File: config.mk
export PLATFORM = sky130hd
export DESIGN_NAME = rsh_unit
export DESIGN_NICKNAME = d
export VERILOG_FILES = /design/src/rtl/rsh_pkg.sv /design/src/rtl/rsh_count_mask.sv /design/src/rtl/rsh_datapath.sv /design/src/rtl/rsh_flag_gen.sv /design/src/rtl/rsh_unit.sv
export SDC_FILE = /design/constraint.sdc
export NUM_CORES = 1
export LEC_CHECK = 0
export CORE_ASPECT_RATIO = 1.2
export CORE_UTILIZATION = 40
export CTS_BUF_LIST = sky130_fd_sc_hd__clkbuf_4
export CTS_CLUSTER_SIZE = 40
export DETAILED_ROUTE_END_ITERATION = 8
export PLACE_DENSITY_LB_ADDON = 0.25
export SKIP_LAST_GASP = 1
export SYNTH_ARGS = -nofsm -noshare
export SYNTH_HDL_FRONTEND = slang
export SYNTH_HIERARCHICAL = 1
export SYNTH_SLANG_ARGS = --single-unit
File: constraint.sdc
create_clock -name clk -period 2.6 [get_ports clk]
set_clock_uncertainty 0.15 [all_clocks]
set_input_delay 0.39 -clock clk [delete_from_list [all_inputs] [get_ports clk]]
set_output_delay 0.39 -clock clk [all_outputs]
set_load 0.02 [all_outputs]
File: src/rtl/rsh_pkg.sv
package rsh_pkg;
  localparam int DATA_W = 64;
  localparam int CNT_W  = 8;
  localparam int FLG_W  = 6;
  localparam int N_SIZE = 4;

  localparam int FL_CF = 0;
  localparam int FL_PF = 1;
  localparam int FL_AF = 2;
  localparam int FL_ZF = 3;
  localparam int FL_SF = 4;
  localparam int FL_OF = 5;

  typedef enum logic {
    OP_SHR  = 1'b0,
    OP_DSHR = 1'b1
  } rsh_op_e;

  typedef enum logic [1:0] {
    SZ_8  = 2'd0,
    SZ_16 = 2'd1,
    SZ_32 = 2'd2,
    SZ_64 = 2'd3
  } rsh_size_e;

  function automatic int unsigned size_bits(rsh_size_e s);
    return 32'd8 << s;
  endfunction

  function automatic logic [DATA_W-1:0] width_mask(rsh_size_e s);
    case (s)
      SZ_8:    return DATA_W'(8'hFF);
      SZ_16:   return DATA_W'(16'hFFFF);
      SZ_32:   return DATA_W'(32'hFFFF_FFFF);
      default: return {DATA_W{1'b1}};
    endcase
  endfunction

  function automatic logic msb_of(logic [DATA_W-1:0] v, rsh_size_e s);
    case (s)
      SZ_8:    return v[7];
      SZ_16:   return v[15];
      SZ_32:   return v[31];
      default: return v[DATA_W-1];
    endcase
  endfunction

  function automatic logic even_parity8(logic [7:0] b);
    return ~^b;
  endfunction
endpackage

File: src/rtl/rsh_count_mask.sv
module rsh_count_mask
  import rsh_pkg::*;
#(
  parameter int CNT_W_P  = CNT_W,
  parameter int DATA_W_P = DATA_W
) (
  input  logic [CNT_W_P-1:0] cnt_i,
  input  rsh_size_e          size_i,
  input  rsh_op_e            op_i,
  output logic [CNT_W_P-1:0] amt_o,
  output logic               zero_o,
  output logic               past_width_o,
  output logic               beyond_width_o,
  output logic               illegal_o
);
  localparam int WIDE_BITS   = $clog2(DATA_W_P);
  localparam int NARROW_BITS = WIDE_BITS - 1;
  localparam logic [CNT_W_P-1:0] WIDE_MASK   = CNT_W_P'((1 << WIDE_BITS) - 1);
  localparam logic [CNT_W_P-1:0] NARROW_MASK = CNT_W_P'((1 << NARROW_BITS) - 1);

  logic [CNT_W_P-1:0] width_cnt;

  always_comb begin
    amt_o          = cnt_i & ((size_i == SZ_64) ? WIDE_MASK : NARROW_MASK);
    width_cnt      = CNT_W_P'(size_bits(size_i));
    zero_o         = (amt_o == '0);
    past_width_o   = (amt_o >= width_cnt);
    beyond_width_o = (amt_o > width_cnt);
    illegal_o      = (op_i == OP_DSHR) && (size_i == SZ_8);
  end
endmodule

File: src/rtl/rsh_datapath.sv
module rsh_datapath
  import rsh_pkg::*;
#(
  parameter int CNT_W_P  = CNT_W,
  parameter int DATA_W_P = DATA_W
) (
  input  rsh_op_e             op_i,
  input  rsh_size_e           size_i,
  input  logic [DATA_W_P-1:0] dst_i,
  input  logic [DATA_W_P-1:0] src_i,
  input  logic [CNT_W_P-1:0]  amt_i,
  input  logic                past_width_i,
  input  logic                beyond_width_i,
  output logic [DATA_W_P-1:0] res_o,
  output logic                carry_o,
  output logic                ovf_o,
  output logic                cnt_ovf_o
);
  logic [DATA_W_P-1:0]   mask, dst_w, src_w, res_raw;
  logic [2*DATA_W_P-1:0] pair;
  logic [CNT_W_P-1:0]    amt_m1;
  logic                  carry_pick, one_bit;

  always_comb begin
    mask   = width_mask(size_i);
    dst_w  = dst_i & mask;
    src_w  = src_i & mask;
    pair   = {{DATA_W_P{1'b0}}, dst_w};
    if (op_i == OP_DSHR)
      pair = pair | ({{DATA_W_P{1'b0}}, src_w} << size_bits(size_i));
    res_raw    = DATA_W_P'(pair >> amt_i) & mask;
    amt_m1     = amt_i - CNT_W_P'(1);
    carry_pick = |(dst_w & (DATA_W_P'(1) << amt_m1));
    one_bit    = (amt_i == CNT_W_P'(1));

    res_o     = res_raw;
    carry_o   = carry_pick;
    cnt_ovf_o = 1'b0;
    if (op_i == OP_SHR) begin
      if (past_width_i) begin
        res_o   = '0;
        carry_o = 1'b0;
      end
    end else if (beyond_width_i) begin
      res_o     = '0;
      carry_o   = 1'b0;
      cnt_ovf_o = 1'b1;
    end

    ovf_o = 1'b0;
    if (one_bit) begin
      if (op_i == OP_SHR) ovf_o = msb_of(dst_w, size_i);
      else                ovf_o = msb_of(res_o, size_i) ^ msb_of(dst_w, size_i);
    end
  end
endmodule

File: src/rtl/rsh_flag_gen.sv
module rsh_flag_gen
  import rsh_pkg::*;
#(
  parameter int DATA_W_P = DATA_W
) (
  input  logic [DATA_W_P-1:0] res_i,
  input  rsh_size_e           size_i,
  input  logic                carry_i,
  input  logic                ovf_i,
  input  logic                write_i,
  input  logic [FLG_W-1:0]    flags_i,
  output logic [FLG_W-1:0]    flags_o
);
  logic [N_SIZE-1:0] sign_by_size;

  for (genvar k = 0; k < N_SIZE; k++) begin : g_sign
    assign sign_by_size[k] = res_i[(8 << k) - 1];
  end

  always_comb begin
    flags_o = flags_i;
    if (write_i) begin
      flags_o[FL_CF] = carry_i;
      flags_o[FL_PF] = even_parity8(res_i[7:0]);
      flags_o[FL_AF] = 1'b0;
      flags_o[FL_ZF] = (res_i == '0);
      flags_o[FL_SF] = sign_by_size[size_i];
      flags_o[FL_OF] = ovf_i;
    end
  end
endmodule

File: src/rtl/rsh_unit.sv
module rsh_unit
  import rsh_pkg::*;
#(
  parameter int DATA_W_P = DATA_W,
  parameter int CNT_W_P  = CNT_W
) (
  input  logic                clk,
  input  logic                rst_n,
  input  logic                valid_i,
  input  logic                op_i,
  input  logic [1:0]          size_i,
  input  logic [DATA_W_P-1:0] dst_i,
  input  logic [DATA_W_P-1:0] src_i,
  input  logic [CNT_W_P-1:0]  cnt_i,
  input  logic [FLG_W-1:0]    flags_i,
  output logic                valid_o,
  output logic [DATA_W_P-1:0] res_o,
  output logic [FLG_W-1:0]    flags_o,
  output logic                flags_we_o,
  output logic                count_overflow_o,
  output logic                illegal_op_o
);
  rsh_op_e             op_e;
  rsh_size_e           size_e;
  logic [CNT_W_P-1:0]  amt;
  logic                ev_zero_cnt, ev_past_width, ev_beyond_width, ev_illegal;
  logic [DATA_W_P-1:0] dp_res, res_next;
  logic                dp_carry, dp_ovf, ev_cnt_ovf, flag_write;
  logic [FLG_W-1:0]    flags_next;

  assign op_e   = rsh_op_e'(op_i);
  assign size_e = rsh_size_e'(size_i);

  rsh_count_mask #(.CNT_W_P(CNT_W_P), .DATA_W_P(DATA_W_P)) u_mask (
    .cnt_i          (cnt_i),
    .size_i         (size_e),
    .op_i           (op_e),
    .amt_o          (amt),
    .zero_o         (ev_zero_cnt),
    .past_width_o   (ev_past_width),
    .beyond_width_o (ev_beyond_width),
    .illegal_o      (ev_illegal)
  );

  rsh_datapath #(.CNT_W_P(CNT_W_P), .DATA_W_P(DATA_W_P)) u_dp (
    .op_i           (op_e),
    .size_i         (size_e),
    .dst_i          (dst_i),
    .src_i          (src_i),
    .amt_i          (amt),
    .past_width_i   (ev_past_width),
    .beyond_width_i (ev_beyond_width),
    .res_o          (dp_res),
    .carry_o        (dp_carry),
    .ovf_o          (dp_ovf),
    .cnt_ovf_o      (ev_cnt_ovf)
  );

  assign flag_write = !ev_zero_cnt && !ev_illegal;
  assign res_next   = ev_illegal ? (dst_i & width_mask(size_e)) : dp_res;

  rsh_flag_gen #(.DATA_W_P(DATA_W_P)) u_flags (
    .res_i   (res_next),
    .size_i  (size_e),
    .carry_i (dp_carry),
    .ovf_i   (dp_ovf),
    .write_i (flag_write),
    .flags_i (flags_i),
    .flags_o (flags_next)
  );

  always_ff @(posedge clk or negedge rst_n) begin
    if (!rst_n) begin
      valid_o          <= 1'b0;
      res_o            <= '0;
      flags_o          <= '0;
      flags_we_o       <= 1'b0;
      count_overflow_o <= 1'b0;
      illegal_op_o     <= 1'b0;
    end else begin
      valid_o          <= valid_i;
      flags_we_o       <= valid_i && flag_write;
      count_overflow_o <= valid_i && ev_cnt_ovf && !ev_illegal;
      illegal_op_o     <= valid_i && ev_illegal;
      if (valid_i) begin
        res_o   <= res_next;
        flags_o <= flags_next;
      end
    end
  end
endmodule

==> metrics.md <==
| Metric | Value |
|---|---|
| Sw frac | `44.7%` |
| Root Driver | `clkbuf_4` |
| Post-route insts no fill | `3624` |
| Post-synthesis simple-gate area fraction | `25.5%` |
| Die ar. | `0.0417 mm²` |
| Distinct cells, synth | `102` |
| Gpl congestion | `1.22` |
| Antenna Nets Post-Route | `0` |
| Synth-to-Final Area Change | `75.6%` |
| Vias per inst | `6.70` |
| Unrepaired setup endpoints after global routing | `true` |
| Met1 usage | `57.7%` |
| Post-DP HPWL | `83500 µm` |
| IO Pins | `222` |
| Net Switching | `3.60 mW` |
| Worst hold-check path type | `input port to flip-flop` |
| Pwr/cell area | `280 mW/mm²` |
| Placed cells | `3460` |
| CP Data Required Time | `2.80 ns` |
| EDFF count, synth | `0` |
| Initial antenna violation count | `3` |
| Synth area leader | `mux4_2` |
| Fmax | `246 MHz` |
| Vias | `24297` |
| Final Cell Area | `0.0287 mm²` |
| Drt pass-1 iters | `6` |
| CP max FO | `8` |
| Critical path arrival | `4.27 ns` |
| Die height | `224 µm` |
| Port bufs | `219` |
| Clock Latency Late Sink | `0.47 ns` |
| Clock Sinks | `74` |
| Final setup violation count | `69` |
| Worst slew pin tran | `1.35 ns` |
| Final WL | `108000 µm` |
| Drt wl/cell | `29.8 µm` |
| Max-cap check violation count | `0` |
| Post-layout min period | `4.07 ns` |
| Die Width | `187 µm` |
| Area after DPL | `0.0247 mm²` |
| Top cells by area, synth | `mux4_2 16%, dfrtp_1 11%, mux2i_1 8.4%` |
| Crit end category | `flip-flop` |
| Global-route wire length before repair | `151000 µm` |
| Logic pwr share | `73.5%` |
| # fillers | `3098` |
| Ys Warns | `6` |
| Grt peak-use layer | `met2` |
| Met2 Usage GRT | `75.5%` |
| DR iter-0 viols | `3380` |
| FP Rows | `80` |
| Worst vdd ir | `0.443 mV` |
| Main combinational cell family by area after synthesis | `multiplexers` |
| H-tree Lvls | `3` |
| Final Hold Fails | `0` |
| GRT Overall Usage | `48.7%` |
| Congestion Overflow GR | `0` |
| Compound-Gate Fraction of Synth Area | `24.9%` |
| Slew headroom | `9.12%` |
| Startpoint types | `input port` |
| Largest net degree at the start of global routing | `89` |
| Main flop type after synthesis | `dfrtp_1` |
| Sequential cell area fraction in the yosys report | `11.3%` |
| DRC | `0` |
| Synth Area in XOR/XNOR | `0.428%` |
| Failing checks | `setup timing` |
| Ys async rst share | `100%` |
| CTS Buf Count | `9` |
| Slowest cell on crit path | `mux2i_1` |
| Worst path max stage delay | `0.58 ns` |
| Setup CP Type | `input port to flip-flop` |
| Share of the synthesized area in the top cell type | `16.1%` |
| Vias in the first global route | `22855` |
| Post-layout nets | `3244` |
| Ratio of cells with drive above 1 in the final layout | `49.5%` |
| DP Worst Slack | `-2.30 ns` |
| Status | `finished, violations left` |
| Max-slew violation count | `0` |
| Critical-path cell list | `buf_16 -> buf_4 -> and4b_1 -> a21oi_2 -> buf_4 -> buf_4 -> mux4_2 -> mux2i_1 -> a21o_1 -> a21oi_2 -> nor4_2 -> mux2_4 -> inv_2 -> ha_4 -> xnor2_2 -> xnor2_1 -> mux2_4 -> mux2_4` |
| Post-Syn Instances | `2124` |
| Int Pwr | `4.45 mW` |
| FF+latch count, synth | `74` |
| Adder-cell share of the synthesized area | `0.688%` |
| CTS tree | `built` |
| Post-synthesis mux area share | `28.4%` |
| GR Util met3 | `10.2%` |
| Part of the power in registers | `16.5%` |
| Max Buffers Root-to-Sink | `2` |
| Leak pwr | `12.3 nW` |
| Initial Util | `40.9%` |
| Clk slew on worst S/H paths | `0.12 ns` |
| Tcrit/Tclk final | `156%` |
| Clock power share | `10.1%` |
| Syn Std Cell Area | `0.0164 mm²` |
| Syn_area_per_cell | `7.70 µm²` |
| Area of the core | `0.0400 mm²` |
| Worst Setup Slack, final | `-1.47 ns` |
area by class of cell:
| class | instances | area (µm²) | area share, % |
|---|---|---|---|
| diodes | 1 | 2.50 | 0.00871 |
| clock buffers | 9 | 67.6 | 0.235 |
| clock inverters | 5 | 81.3 | 0.283 |
| inverters | 29 | 141 | 0.492 |
| multi-input cells | 1787 | 15400 | 53.8 |
| flip-flops and latches | 74 | 1850 | 6.45 |
| well taps | 533 | 667 | 2.32 |
| repair buffers | 1186 | 10500 | 36.4 |
placed cells by master (no fill, tap or decap), drive strengths merged, types with 13 or more instances in the layout:
master and n:
buf 969, nand2 257, nor2 204, mux2i 137
clkdlybuf4s50 132, mux4 117, a21oi 110, o21ai 110
nand3 108, a31oi 87, dfrtp 74, nand2b 71
dlygate4sd2 54, mux2 54, nor3 47, nand4 46
o211ai 32, inv 28, a211oi 28, o22ai 28
nor4 25, nand3b 21, and2 21, a22o 20
a22oi 19, clkbuf 19, a221oi 17, and3 15
o21a 14, a21o 13
what timing repair did:
item,4_1_cts,5_1_grt
resized for setup,426,246
hold buffers,1,0
buffers inserted,84,73
endpoints found under the hold margin,74,0
pin swaps,106,123
gates cloned,7,5
endpoints found under the setup margin,70,69
power groups by stage:
stage / Clock [mW] / Sequential (mW) / Combinational (mW)
2_1_floorplan: 0 / 1.47 / 2.23
3_3_place_gp: 0 / 1.34 / 4.73
3_5_place_dp: 0 / 1.35 / 4.78
4_1_cts: 0.807 / 1.32 / 5.30
5_1_grt: 0.853 / 1.34 / 6.04
6_report: 0.809 / 1.33 / 5.91
path summary, 6_finish.rpt:
check	from	end	slack (ns)	depth (start not counted)
max	size_i[1]	flags_o[1]	-1.47	18
min	valid_i	valid_o	0.17	1
max reg2reg	flags_o[1]	flags_o[1]	1.65	1
min reg2reg	res_o[2]	res_o[2]	0.38	1
max in group asynchronous	rst_n	res_o[38]	1.64	3
min in group asynchronous	rst_n	res_o[18]	0.32	3
cell families after synthesis:
kind of cell,Yosys count
buffers and inverters,264
DFF,74
and+or+nand+nor,860
adders and majority gates,9
xor gates and xnor gates,8
AOI/OAI and AO/OA,600
muxes,308
other,1
flip-flops by register name, indices dropped and copies added, names as in the netlist:
| name | cells |
|---|---|
| illegal_op_o | 1 |
| flags_o | 6 |
| valid_o | 1 |
| res_o | 64 |
| flags_we_o | 1 |
| count_overflow_o | 1 |
synthesized netlist by cell type (8+ instances only):
cell type,count
nand3_1,107
o31ai_1,8
nand2_1,257
nand2b_1,71
a22o_1,20
a211o_1,8
nor4_1,24
o21a_1,14
a21oi_1,110
o21ai_0,101
dfrtp_1,74
o22ai_1,28
buf_2,72
mux2_4,9
a22oi_1,19
inv_1,27
a21o_1,13
buf_6,14
a32oi_1,10
and3_1,15
mux4_2,117
nand3b_1,20
mux2_2,45
nand4_1,46
a221o_1,9
mux2i_1,137
or3_1,9
ha_1,9
o21ai_1,9
a31oi_1,87
clkbuf_1,70
a211oi_1,26
nor3_1,46
a221oi_1,16
and2_1,18
o211ai_1,32
buf_1,24
buf_4,51
nor2_1,204
worst max-delay path: cells and delay by family:
family / cells / cell delay [ns]
multiplexers: 5 / 1.78
buffers and inverters: 5 / 0.60
AND/OR/NAND/NOR: 2 / 0.53
AO/OA/AOI/OAI: 3 / 0.45
XOR/XNOR: 2 / 0.27
adder cells (fa/ha/maj): 1 / 0.24
stage by stage:
| step | hold slack (ns) | setup TNS, ns | utilization (%) | power (mW) |
|---|---|---|---|---|
| 6_report | 0.168 | -39.93 | 71.7 | 8.05 |
| 5_1_grt | 0.185 | -43.98 | 71.7 | 8.24 |
| 4_1_cts | 0.158 | -35.38 | 67.7 | 7.43 |
| 3_5_place_dp | 0.270 | -94.54 | 61.6 | 6.13 |
| 3_3_place_gp | 0.267 | -91.83 | 61.6 | 6.07 |
| 2_1_floorplan | -0.0556 | -13.78 | - | 3.70 |
layer usage:
layer | vias to the layer above | share of wire (%) | wire (µm)
met5 | - | 0.053 | 57
met4 | 4 | 11 | 11500
met3 | 602 | 11 | 11600
met2 | 2035 | 43 | 46500
met1 | 11558 | 35 | 38200
li1 | 10098 | - | -
No activity file was read; power rests on OpenSTA's default activity.
